--- src/rtl/rhb_pkg.sv ---
package rhb_pkg;
  typedef enum logic [1:0] {
    WALK_IDLE   = 2'd0,
    WALK_SQUASH = 2'd1,
    WALK_COMMIT = 2'd2
  } walkState_t;

  typedef struct packed {
    logic push;
    logic popYoung;
    logic popOld;
  } rhbStrobe_t;
endpackage

--- src/rtl/rhb_datapath.sv ---
module rhb_datapath
  import rhb_pkg::*;
#(
  parameter int DEPTH  = 8,
  parameter int SEQ_W  = 16,
  parameter int ARCH_W = 5,
  parameter int PHYS_W = 7,
  parameter int CNT_W  = 16
) (
  input  logic              clk,
  input  logic              rst_n,
  input  rhbStrobe_t        strobe,
  input  logic [SEQ_W-1:0]  pushSeq,
  input  logic [ARCH_W-1:0] pushArch,
  input  logic [PHYS_W-1:0] pushNewPhys,
  input  logic [PHYS_W-1:0] pushPrevPhys,
  output logic [SEQ_W-1:0]  youngSeq,
  output logic [SEQ_W-1:0]  oldSeq,
  output logic              empty,
  output logic              full,
  output logic              mapWrEn,
  output logic [ARCH_W-1:0] mapWrArch,
  output logic [PHYS_W-1:0] mapWrPhys,
  output logic              freeEn,
  output logic [PHYS_W-1:0] freePhys,
  output logic [CNT_W-1:0]  committedCount
);
  localparam int PTR_W = (DEPTH > 1) ? $clog2(DEPTH) : 1;
  localparam int OCC_W = $clog2(DEPTH + 1);
  localparam logic [PTR_W-1:0] LAST_IDX = PTR_W'(DEPTH - 1);
  localparam logic [OCC_W-1:0] OCC_MAX  = OCC_W'(DEPTH);

  logic [SEQ_W-1:0]  seqMem  [DEPTH];
  logic [ARCH_W-1:0] archMem [DEPTH];
  logic [PHYS_W-1:0] newMem  [DEPTH];
  logic [PHYS_W-1:0] prevMem [DEPTH];

  logic [PTR_W-1:0] headPtr, tailPtr, youngIdx;
  logic [OCC_W-1:0] occupancy;
  logic             youngRenamed, oldRenamed;

  function automatic logic [PTR_W-1:0] nextPtr(input logic [PTR_W-1:0] p);
    return (p == LAST_IDX) ? '0 : p + 1'b1;
  endfunction

  assign youngIdx     = (tailPtr == '0) ? LAST_IDX : tailPtr - 1'b1;
  assign youngSeq     = seqMem[youngIdx];
  assign oldSeq       = seqMem[headPtr];
  assign empty        = (occupancy == '0);
  assign full         = (occupancy == OCC_MAX);
  assign youngRenamed = (newMem[youngIdx] != prevMem[youngIdx]);
  assign oldRenamed   = (newMem[headPtr] != prevMem[headPtr]);

  always_ff @(posedge clk) begin
    if (strobe.push) begin
      seqMem[tailPtr]  <= pushSeq;
      archMem[tailPtr] <= pushArch;
      newMem[tailPtr]  <= pushNewPhys;
      prevMem[tailPtr] <= pushPrevPhys;
    end
  end

  always_ff @(posedge clk) begin
    if (!rst_n) begin
      headPtr        <= '0;
      tailPtr        <= '0;
      occupancy      <= '0;
      mapWrEn        <= 1'b0;
      mapWrArch      <= '0;
      mapWrPhys      <= '0;
      freeEn         <= 1'b0;
      freePhys       <= '0;
      committedCount <= '0;
    end else begin
      mapWrEn <= 1'b0;
      freeEn  <= 1'b0;
      if (strobe.push) begin
        tailPtr   <= nextPtr(tailPtr);
        occupancy <= occupancy + 1'b1;
      end else if (strobe.popYoung) begin
        tailPtr   <= youngIdx;
        occupancy <= occupancy - 1'b1;
        mapWrEn   <= youngRenamed;
        mapWrArch <= archMem[youngIdx];
        mapWrPhys <= prevMem[youngIdx];
        freeEn    <= youngRenamed;
        freePhys  <= newMem[youngIdx];
      end else if (strobe.popOld) begin
        headPtr        <= nextPtr(headPtr);
        occupancy      <= occupancy - 1'b1;
        freeEn         <= oldRenamed;
        freePhys       <= prevMem[headPtr];
        committedCount <= committedCount + 1'b1;
      end
    end
  end
endmodule

--- src/rtl/rhb_control.sv ---
module rhb_control
  import rhb_pkg::*;
#(
  parameter int SEQ_W = 16
) (
  input  logic             clk,
  input  logic             rst_n,
  input  logic             pushValid,
  input  logic             squashValid,
  input  logic [SEQ_W-1:0] squashSeq,
  input  logic             commitValid,
  input  logic [SEQ_W-1:0] commitSeq,
  input  logic             empty,
  input  logic             full,
  input  logic [SEQ_W-1:0] youngSeq,
  input  logic [SEQ_W-1:0] oldSeq,
  output rhbStrobe_t       strobe,
  output logic             busy
);
  walkState_t       state, stateNext;
  logic [SEQ_W-1:0] boundSeq;
  logic             youngHit, oldHit;

  assign busy     = (state != WALK_IDLE);
  assign youngHit = !empty && (youngSeq > boundSeq);
  assign oldHit   = !empty && (oldSeq <= boundSeq);

  always_comb begin
    strobe    = '0;
    stateNext = state;
    unique case (state)
      WALK_IDLE: begin
        if (squashValid)      stateNext = WALK_SQUASH;
        else if (commitValid) stateNext = WALK_COMMIT;
        else                  strobe.push = pushValid && !full;
      end
      WALK_SQUASH: begin
        if (youngHit) strobe.popYoung = 1'b1;
        else          stateNext = WALK_IDLE;
      end
      WALK_COMMIT: begin
        if (oldHit) strobe.popOld = 1'b1;
        else        stateNext = WALK_IDLE;
      end
      default: stateNext = WALK_IDLE;
    endcase
  end

  always_ff @(posedge clk) begin
    if (!rst_n) begin
      state    <= WALK_IDLE;
      boundSeq <= '0;
    end else begin
      state <= stateNext;
      if (state == WALK_IDLE) begin
        if (squashValid)      boundSeq <= squashSeq;
        else if (commitValid) boundSeq <= commitSeq;
      end
    end
  end
endmodule

--- src/rtl/rename_history_buffer.sv ---
module rename_history_buffer
  import rhb_pkg::*;
#(
  parameter int DEPTH  = 8,
  parameter int SEQ_W  = 16,
  parameter int ARCH_W = 5,
  parameter int PHYS_W = 7,
  parameter int CNT_W  = 16
) (
  input  logic              clk,
  input  logic              rst_n,
  input  logic              pushValid,
  input  logic [SEQ_W-1:0]  pushSeq,
  input  logic [ARCH_W-1:0] pushArch,
  input  logic [PHYS_W-1:0] pushNewPhys,
  input  logic [PHYS_W-1:0] pushPrevPhys,
  input  logic              squashValid,
  input  logic [SEQ_W-1:0]  squashSeq,
  input  logic              commitValid,
  input  logic [SEQ_W-1:0]  commitSeq,
  output logic              mapWrEn,
  output logic [ARCH_W-1:0] mapWrArch,
  output logic [PHYS_W-1:0] mapWrPhys,
  output logic              freeEn,
  output logic [PHYS_W-1:0] freePhys,
  output logic [CNT_W-1:0]  committedCount,
  output logic              busy,
  output logic              full
);
  rhbStrobe_t       strobe;
  logic             empty;
  logic [SEQ_W-1:0] youngSeq, oldSeq;

  rhb_control #(.SEQ_W(SEQ_W)) u_ctrl (
    .clk(clk), .rst_n(rst_n), .pushValid(pushValid),
    .squashValid(squashValid), .squashSeq(squashSeq),
    .commitValid(commitValid), .commitSeq(commitSeq),
    .empty(empty), .full(full), .youngSeq(youngSeq), .oldSeq(oldSeq),
    .strobe(strobe), .busy(busy)
  );

  rhb_datapath #(
    .DEPTH(DEPTH), .SEQ_W(SEQ_W), .ARCH_W(ARCH_W),
    .PHYS_W(PHYS_W), .CNT_W(CNT_W)
  ) u_dp (
    .clk(clk), .rst_n(rst_n), .strobe(strobe),
    .pushSeq(pushSeq), .pushArch(pushArch),
    .pushNewPhys(pushNewPhys), .pushPrevPhys(pushPrevPhys),
    .youngSeq(youngSeq), .oldSeq(oldSeq), .empty(empty), .full(full),
    .mapWrEn(mapWrEn), .mapWrArch(mapWrArch), .mapWrPhys(mapWrPhys),
    .freeEn(freeEn), .freePhys(freePhys), .committedCount(committedCount)
  );
endmodule

--- config.mk ---
export PLATFORM = sky130hd
export DESIGN_NAME = rename_history_buffer
export DESIGN_NICKNAME = d
export VERILOG_FILES = /design/src/rtl/rhb_pkg.sv /design/src/rtl/rhb_datapath.sv /design/src/rtl/rhb_control.sv /design/src/rtl/rename_history_buffer.sv
export SDC_FILE = /design/constraint.sdc
export NUM_CORES = 1
export LEC_CHECK = 0
export CAP_MARGIN = 40
export CORE_MARGIN = 2
export CORE_UTILIZATION = 53
export DETAILED_ROUTE_END_ITERATION = 10
export GPL_TIMING_DRIVEN = 0
export PLACE_DENSITY = 0.84
export SETUP_SLACK_MARGIN = 0.4
export SYNTH_ARGS = -nofsm -noshare
export SYNTH_HDL_FRONTEND = slang
export SYNTH_SLANG_ARGS = --single-unit
export TNS_END_PERCENT = 30
--- constraint.sdc ---
create_clock -name clk -period 6.4 [get_ports clk]
set_input_delay 1.6 -clock clk [delete_from_list [all_inputs] [get_ports clk]]
set_output_delay 1.6 -clock clk [all_outputs]
set_load 0.005 [all_outputs]
* Word-level counts from Yosys, hierarchy flattened
Memory sizes are Yosys's and may differ from the RTL's. A register that Yosys moved wholly into a read port is not among the register bits.
Index checks and enable logic that the tools add are counted.
** Operators by class
- Add/subtract/negate cells :: 6
- $lt $le $gt $ge :: 2
- Eq/ne operators :: 10
- Multiplexer cells :: 34
- Bitwise gates (word level) :: 3
- Reductions and logical operators :: 21
** Operators with widths (count)
- 3-bit 2-to-1 mux :: 11
- 16-bit 2-to-1 mux :: 2
- 16-bit by 1-bit adder with 16-bit output (second input constant) :: 1
- 16-bit greater-than comparator :: 1
- 16-bit less-or-equal comparator :: 1
- 7-bit 2-to-1 mux :: 2
- 7-bit inequality test :: 2
- 4-bit 2-to-1 mux :: 3
- 1-bit 2-to-1 mux :: 11
- 2-bit 2-to-1 mux :: 4
- 2-bit nonzero test :: 4
- 3-bit by 1-bit adder with 3-bit output (second input constant) :: 2
- 3-bit equality test (second input constant) :: 2
- 2-bit one-hot mux with 3 select lines :: 1
- 2-bit AND reduction :: 3
- 3-bit AND reduction :: 2
- 4-bit by 1-bit adder with 4-bit output (second input constant) :: 1
- 4-bit equality test (second input constant) :: 1
- 4-bit zero test :: 1
- 2-bit inequality test (second input constant) :: 2
- 4-bit by 1-bit subtractor with 4-bit output (second input constant) :: 1
- 1-bit logical AND :: 3
- 1-bit zero test :: 3
- 3-bit zero test :: 1
- other kinds (9) :: 11
** Word-level totals
- Flip-flop bits (word level) :: 60
- Bits in writable memories :: 280
- Input port bits :: 72
- Output and inout bits :: 39
- Memories kept :: 4
** Memory list
- u_dp.seqMem :: words 8, width 16, rd ports 2, clocked after Yosys merged registers in 1, wr ports 1, line rhb_datapath.sv:33 : logic [SEQ_W-1:0] seqMem [DEPTH];
- u_dp.newMem :: words 8, width 7, rd ports 2, clocked after Yosys merged registers in 1, wr ports 1, line rhb_datapath.sv:35 : logic [PHYS_W-1:0] newMem [DEPTH];
- u_dp.prevMem :: words 8, width 7, rd ports 2, clocked after Yosys merged registers in 1, wr ports 1, line rhb_datapath.sv:36 : logic [PHYS_W-1:0] prevMem [DEPTH];
- u_dp.archMem :: words 8, width 5, rd ports 1, clocked after Yosys merged registers in 1, wr ports 1, line rhb_datapath.sv:34 : logic [ARCH_W-1:0] archMem [DEPTH];

* Logic depth before layout (Yosys ltp)
An unclocked memory read counts as a cell.
- Word-level depth :: 11
- Mapped depth :: 25
- Mapped depth without buffers :: 16

* Cells and area by module
A second synthesis with hierarchy kept.
** Second synthesis, totals
- Cell total of the unflattened synthesis :: 1051
- Area, all modules :: 16338.2 sq um
** Modules (own cells, without submodules)
- rhb_datapath :: times used 1, cells each 862, area an instance 14690.3 sq um, seq. area each 9409.0 sq um
- rhb_control :: times used 1, cells each 189, area an instance 1647.8 sq um, seq. area each 360.3 sq um

* Worst setup path before layout
No wires, ideal clock.
- Path type :: in2reg
- Start point :: input port squashValid
- End point :: memory u_dp.archMem[0][0], enable pin
- Setup time :: 516 ps
- Arrival time :: 6004 ps
- Data required time :: 5884 ps
- Path slack :: -120 ps
- Stages on the path :: 6
- Cell sequence :: clkbuf_1 nor2_1 nand3_1 nor2_1 clkinv_1 nor4_1
** On the way
- Word-level cells in the longest chain between the ends :: 4
** RTL lines
- from (decl) :: line rename_history_buffer.sv:17 : input logic squashValid,
- 1-bit 2-to-1 mux :: line rhb_control.sv:33 : if (squashValid) stateNext = WALK_SQUASH;
- 1-bit 2-to-1 mux :: line rhb_control.sv:31 : unique case (state)
- 1-bit 2-to-1 mux :: line rhb_datapath.sv:55 : if (strobe.push) begin
- 1-bit 2-to-1 mux (not written as such) :: line rhb_datapath.sv:57 : archMem[tailPtr] <= pushArch;
- to (decl) :: line rhb_datapath.sv:34
Every way passes these cells.

* Worst setup path in the final report
- Start point :: register u_dp.tailPtr[0]
- End point :: register u_dp.mapWrPhys[6] (read register of u_dp.prevMem)
** On the way
- Word-level cells in the longest chain between the ends :: 8
- Elaborated cells between the ends (all ways) :: 10
- Those cells by class :: add/sub (1); order compare (1); mux (3); reduce/logical (3); memory (2)
** RTL lines
- from (decl) :: line rhb_datapath.sv:38 : logic [PTR_W-1:0] headPtr, tailPtr, youngIdx;
- from (signal assigned) :: line rhb_datapath.sv:78 : tailPtr <= nextPtr(tailPtr);
- from (signal assigned) :: line rhb_datapath.sv:81 : tailPtr <= youngIdx;
- 3-bit by 1-bit subtractor with 3-bit output / 3-bit zero test (equally long branches) :: line rhb_datapath.sv:46 : assign youngIdx = (tailPtr == '0) ? LAST_IDX : tailPtr - 1'b1;
- 3-bit 2-to-1 mux (*) :: line rhb_datapath.sv:46
- memory 8 x 16 bit
- 16-bit greater-than comparator :: line rhb_control.sv:25 : assign youngHit = !empty && (youngSeq > boundSeq);
- 1-bit logical AND :: line rhb_control.sv:25
- 1-bit 2-to-1 mux :: line rhb_control.sv:38 : if (youngHit) strobe.popYoung = 1'b1;
- 1-bit 2-to-1 mux :: line rhb_control.sv:31
- 2-bit AND reduction (no source line)
- to (decl) :: line rhb_datapath.sv:23 : output logic [PHYS_W-1:0] mapWrPhys,
Every way passes the cells marked *; elsewhere a longest branch is shown, timed or not.
A chain may end at the register's enable or synchronous reset.

==> flow_summary.toml <==
[placed_design]
dp_slack_ns = -1.46
dp_hpwl_um = 29100
gp_congestion = 0.886
io_buffers = 109

[clocking]
cts_max_level = 2
worstSkewPairLatency_ns = 0.54
numCtsBuffers = 35
cts_buffer_depth = 3
cts_root_buffer = "clkbuf_16"
cts_sinks = 348
cts_tree = "built"
clk_pin_slew_ns = 0.06

[routing]
ant_nets = 0
via_count = 10800
drc_errors = 0
avgRoutedWirePerCell_um = 26.3
viasPerCell = 6.67
drtIter0Drc = 1499
postRouteWirelength_um = 42800
firstDrtPassIters = 6

[sta]
final_hold_viol_count = 0
slew_headroom_pct = 40.8
tightest_slew_ns = 0.883
whs_ns = 0.502
clock_skew_ns = 0.0175
rsz0062_at_grt = "false"
fin_crit_ns = 5.89
worst_slack_ns = 0.506
setup_viol = 0
report.final.slew_viol_count = 0
fin_crit_sh_pct = 92.1
fmax_mhz = 170

[yosys]
synth_flop_cell = "edfxtp_1"
ys_seq_elements = 348
syn_nets = 1149
synth_area_um2 = 16100
async_reset_ff_share_pct = 0
avgSynthCellArea_um2 = 15.5
netlist_instances = 1035
synth_edf_count = 280
ys_seq_area_share_pct = 60.7
synth_cell_types = 55
yosysWarnings = 0

[finish]
fill_cells = 2004
areaGrowthSynthToFinish_pct = 20.0
final_nets = 1324
drive_gt1_share_pct = 21.9
final_common_cell = "edfxtp_1"
most-common-layout-cells = "edfxtp_1 (280), clkdlybuf4s50_1 (109), mux4_2 (99), nor2_1 (73), dfxtp_1 (67)"
regArea_um2 = 9770
multi_input_area_um2 = 6030

[floorplanning]
dieArea_um2 = 31800
ios = 111
core_area_um2 = 29800
start_util_pct = 54.0
dieHeight_um = 178
rows = 63
die-width_um = 178

[global_routing]
grt_pass1_vias = 10900
overflow = 0
antenna_found_initial = 3
grt_pass1_wl_um = 64000
grt_max_degree = 24
grt_use_total_pct = 27.2

[min_path]
hold_path_class = "flip-flop to flip-flop"

[pwr]
power.total_mw = 5.80
p_per_area_nw_per_um2 = 300
ir_drop_v = 0.000186
p_leak_nw = 6.47

[critical_path]
r2r_slack_ns = 0.51
cp.arrival_ns = 6.31
crit_required_ns = 6.82
crit_family = "buffers and inverters"
max_stage_delay_ns = 0.45
endpoint_kind = "flip-flop"
path_buf_inv = 12
startpoint_type = "flip-flop"
path_max_fanout = 10
cp_common_cell = "buf_4"
crit_type = "flip-flop to flip-flop"
cpMaxStageDelayCell = "dfxtp_2"

[outcome]
status = "finished, final reports clean"

[flow_run]
maxCapViolCount = 0
==> area by class of cell <==
cell class	instances	share of cell area (%)
multi-input cells	594	31.2
clock buffers	52	5.34
inverters	27	0.531
diodes	1	0.0130
well taps	390	2.53
repair buffers	138	7.28
clock inverters	11	0.356
plain buffers	66	2.15
flip-flops and latches	348	50.6
==> sequential cells by signal, summed over array words and instances (netlist names), named ones only <==
register             count
u_dp.tailPtr             3
u_dp.mapWrPhys           7
u_dp.headPtr             3
u_dp.seqMem            128
u_dp.prevMem            56
u_ctrl.boundSeq         16
u_dp.occupancy           4
u_dp.newMem             56
u_dp.committedCount     16
u_dp.mapWrEn             1
u_dp.archMem            40
u_dp.freePhys            7
u_dp.freeEn              1
u_dp.mapWrArch           5
u_ctrl.state             2
==> stage by stage <==
stage / TNS [ns] / util (%) / area, µm² / cells
floorplan: 0 / - / 16100 / 1035
global placement: -345.47 / 59.3 / 17700 / 1534
detailed placement: -38.49 / 60.5 / 18000 / 1560
CTS: 0 / 64.5 / 19200 / 1625
global route: 0 / 64.8 / 19300 / 1626
finish: 0 / 64.8 / 19300 / 1627
==> cells in the mapped netlist, types with 19 or more instances <==
cell type,number,area (µm²)
edfxtp_1,280,8410
mux4_2,99,2230
nor2_1,77,289
dfxtp_1,68,1360
mux2i_1,56,561
nand2_1,48,180
ha_1,41,513
clkbuf_1,31,116
a21oi_1,30,150
a221oi_1,27,236
mux2_2,26,293
inv_1,24,90.1
buf_2,23,115
o21ai_0,20,100
a211oi_1,19,143
==> worst reg2reg max path: stages, from the launching register on <==
cell and delay (ns):
dfxtp_2 0.45, buf_12 0.21, buf_6 0.20, clkinv_2 0.15
buf_2 0.23, clkbuf_4 0.23, ha_1 0.23, ha_1 0.33
inv_2 0.14, buf_6 0.20, buf_4 0.25, buf_4 0.26
clkbuf_2 0.33, a221oi_1 0.13, o31ai_2 0.39, ha_1 0.33
nand4_1 0.26, nor4_4 0.08, a21oi_2 0.30, nor3b_4 0.36
a21oi_4 0.09, buf_4 0.16, buf_4 0.16, nand2_1 0.07
o21ai_0 0.09, and2_1 0.18
==> worst paths after layout <==
kind,from,endpoint,cells after the start
worst max-delay path,u_dp.tailPtr[0],u_dp.mapWrPhys[6],25
worst min-delay path,u_ctrl.boundSeq[15],u_ctrl.boundSeq[15],2
worst max register to register,u_dp.tailPtr[0],u_dp.mapWrPhys[6],25
worst min register to register,u_ctrl.boundSeq[15],u_ctrl.boundSeq[15],2
==> per-layer routing <==
layer	routed length [µm]	GRT usage (%)	share of wire, %	vias to the layer above
met5	24	0	0.056	-
met2	19700	42.4	46	857
met3	5290	7.61	12	162
met4	1820	12.4	4.3	4
met1	16000	35.7	37	5306
li1	-	-	-	4519
==> power breakdown <==
part	switching [mW]	total (mW)	internal, mW
clock	0.841	1.96	1.12
combinational	0.739	1.29	0.551
sequential	0.0469	2.55	2.50
total	1.63	5.80	4.18
==> cells by family (layout without fill, tap and decap cells) <==
| family | after synthesis | after routing | share of synthesized area [%] |
|---|---|---|---|
| AND/OR/NAND/NOR | 190 | 190 | 5.51 |
| XOR/XNOR | 30 | 30 | 1.63 |
| other | 0 | 1 | 0 |
| buffers and inverters | 93 | 294 | 2.64 |
| adder cells (fa/ha/maj) | 42 | 42 | 3.31 |
| flip-flops | 348 | 348 | 60.7 |
| AO/OA/AOI/OAI | 149 | 149 | 6.69 |
| multiplexers | 183 | 183 | 19.5 |
==> timing repair <==
action | 4_1_cts | 5_1_grt
setup endpoints to repair | 30 | 30
pin swaps | 1 | 2
resized for setup | 38 | 20
hold buffers | 0 | 0
buffers inserted | 2 | 1
endpoints found under the hold margin | 0 | 0
(Power assumes the default switching activity.)
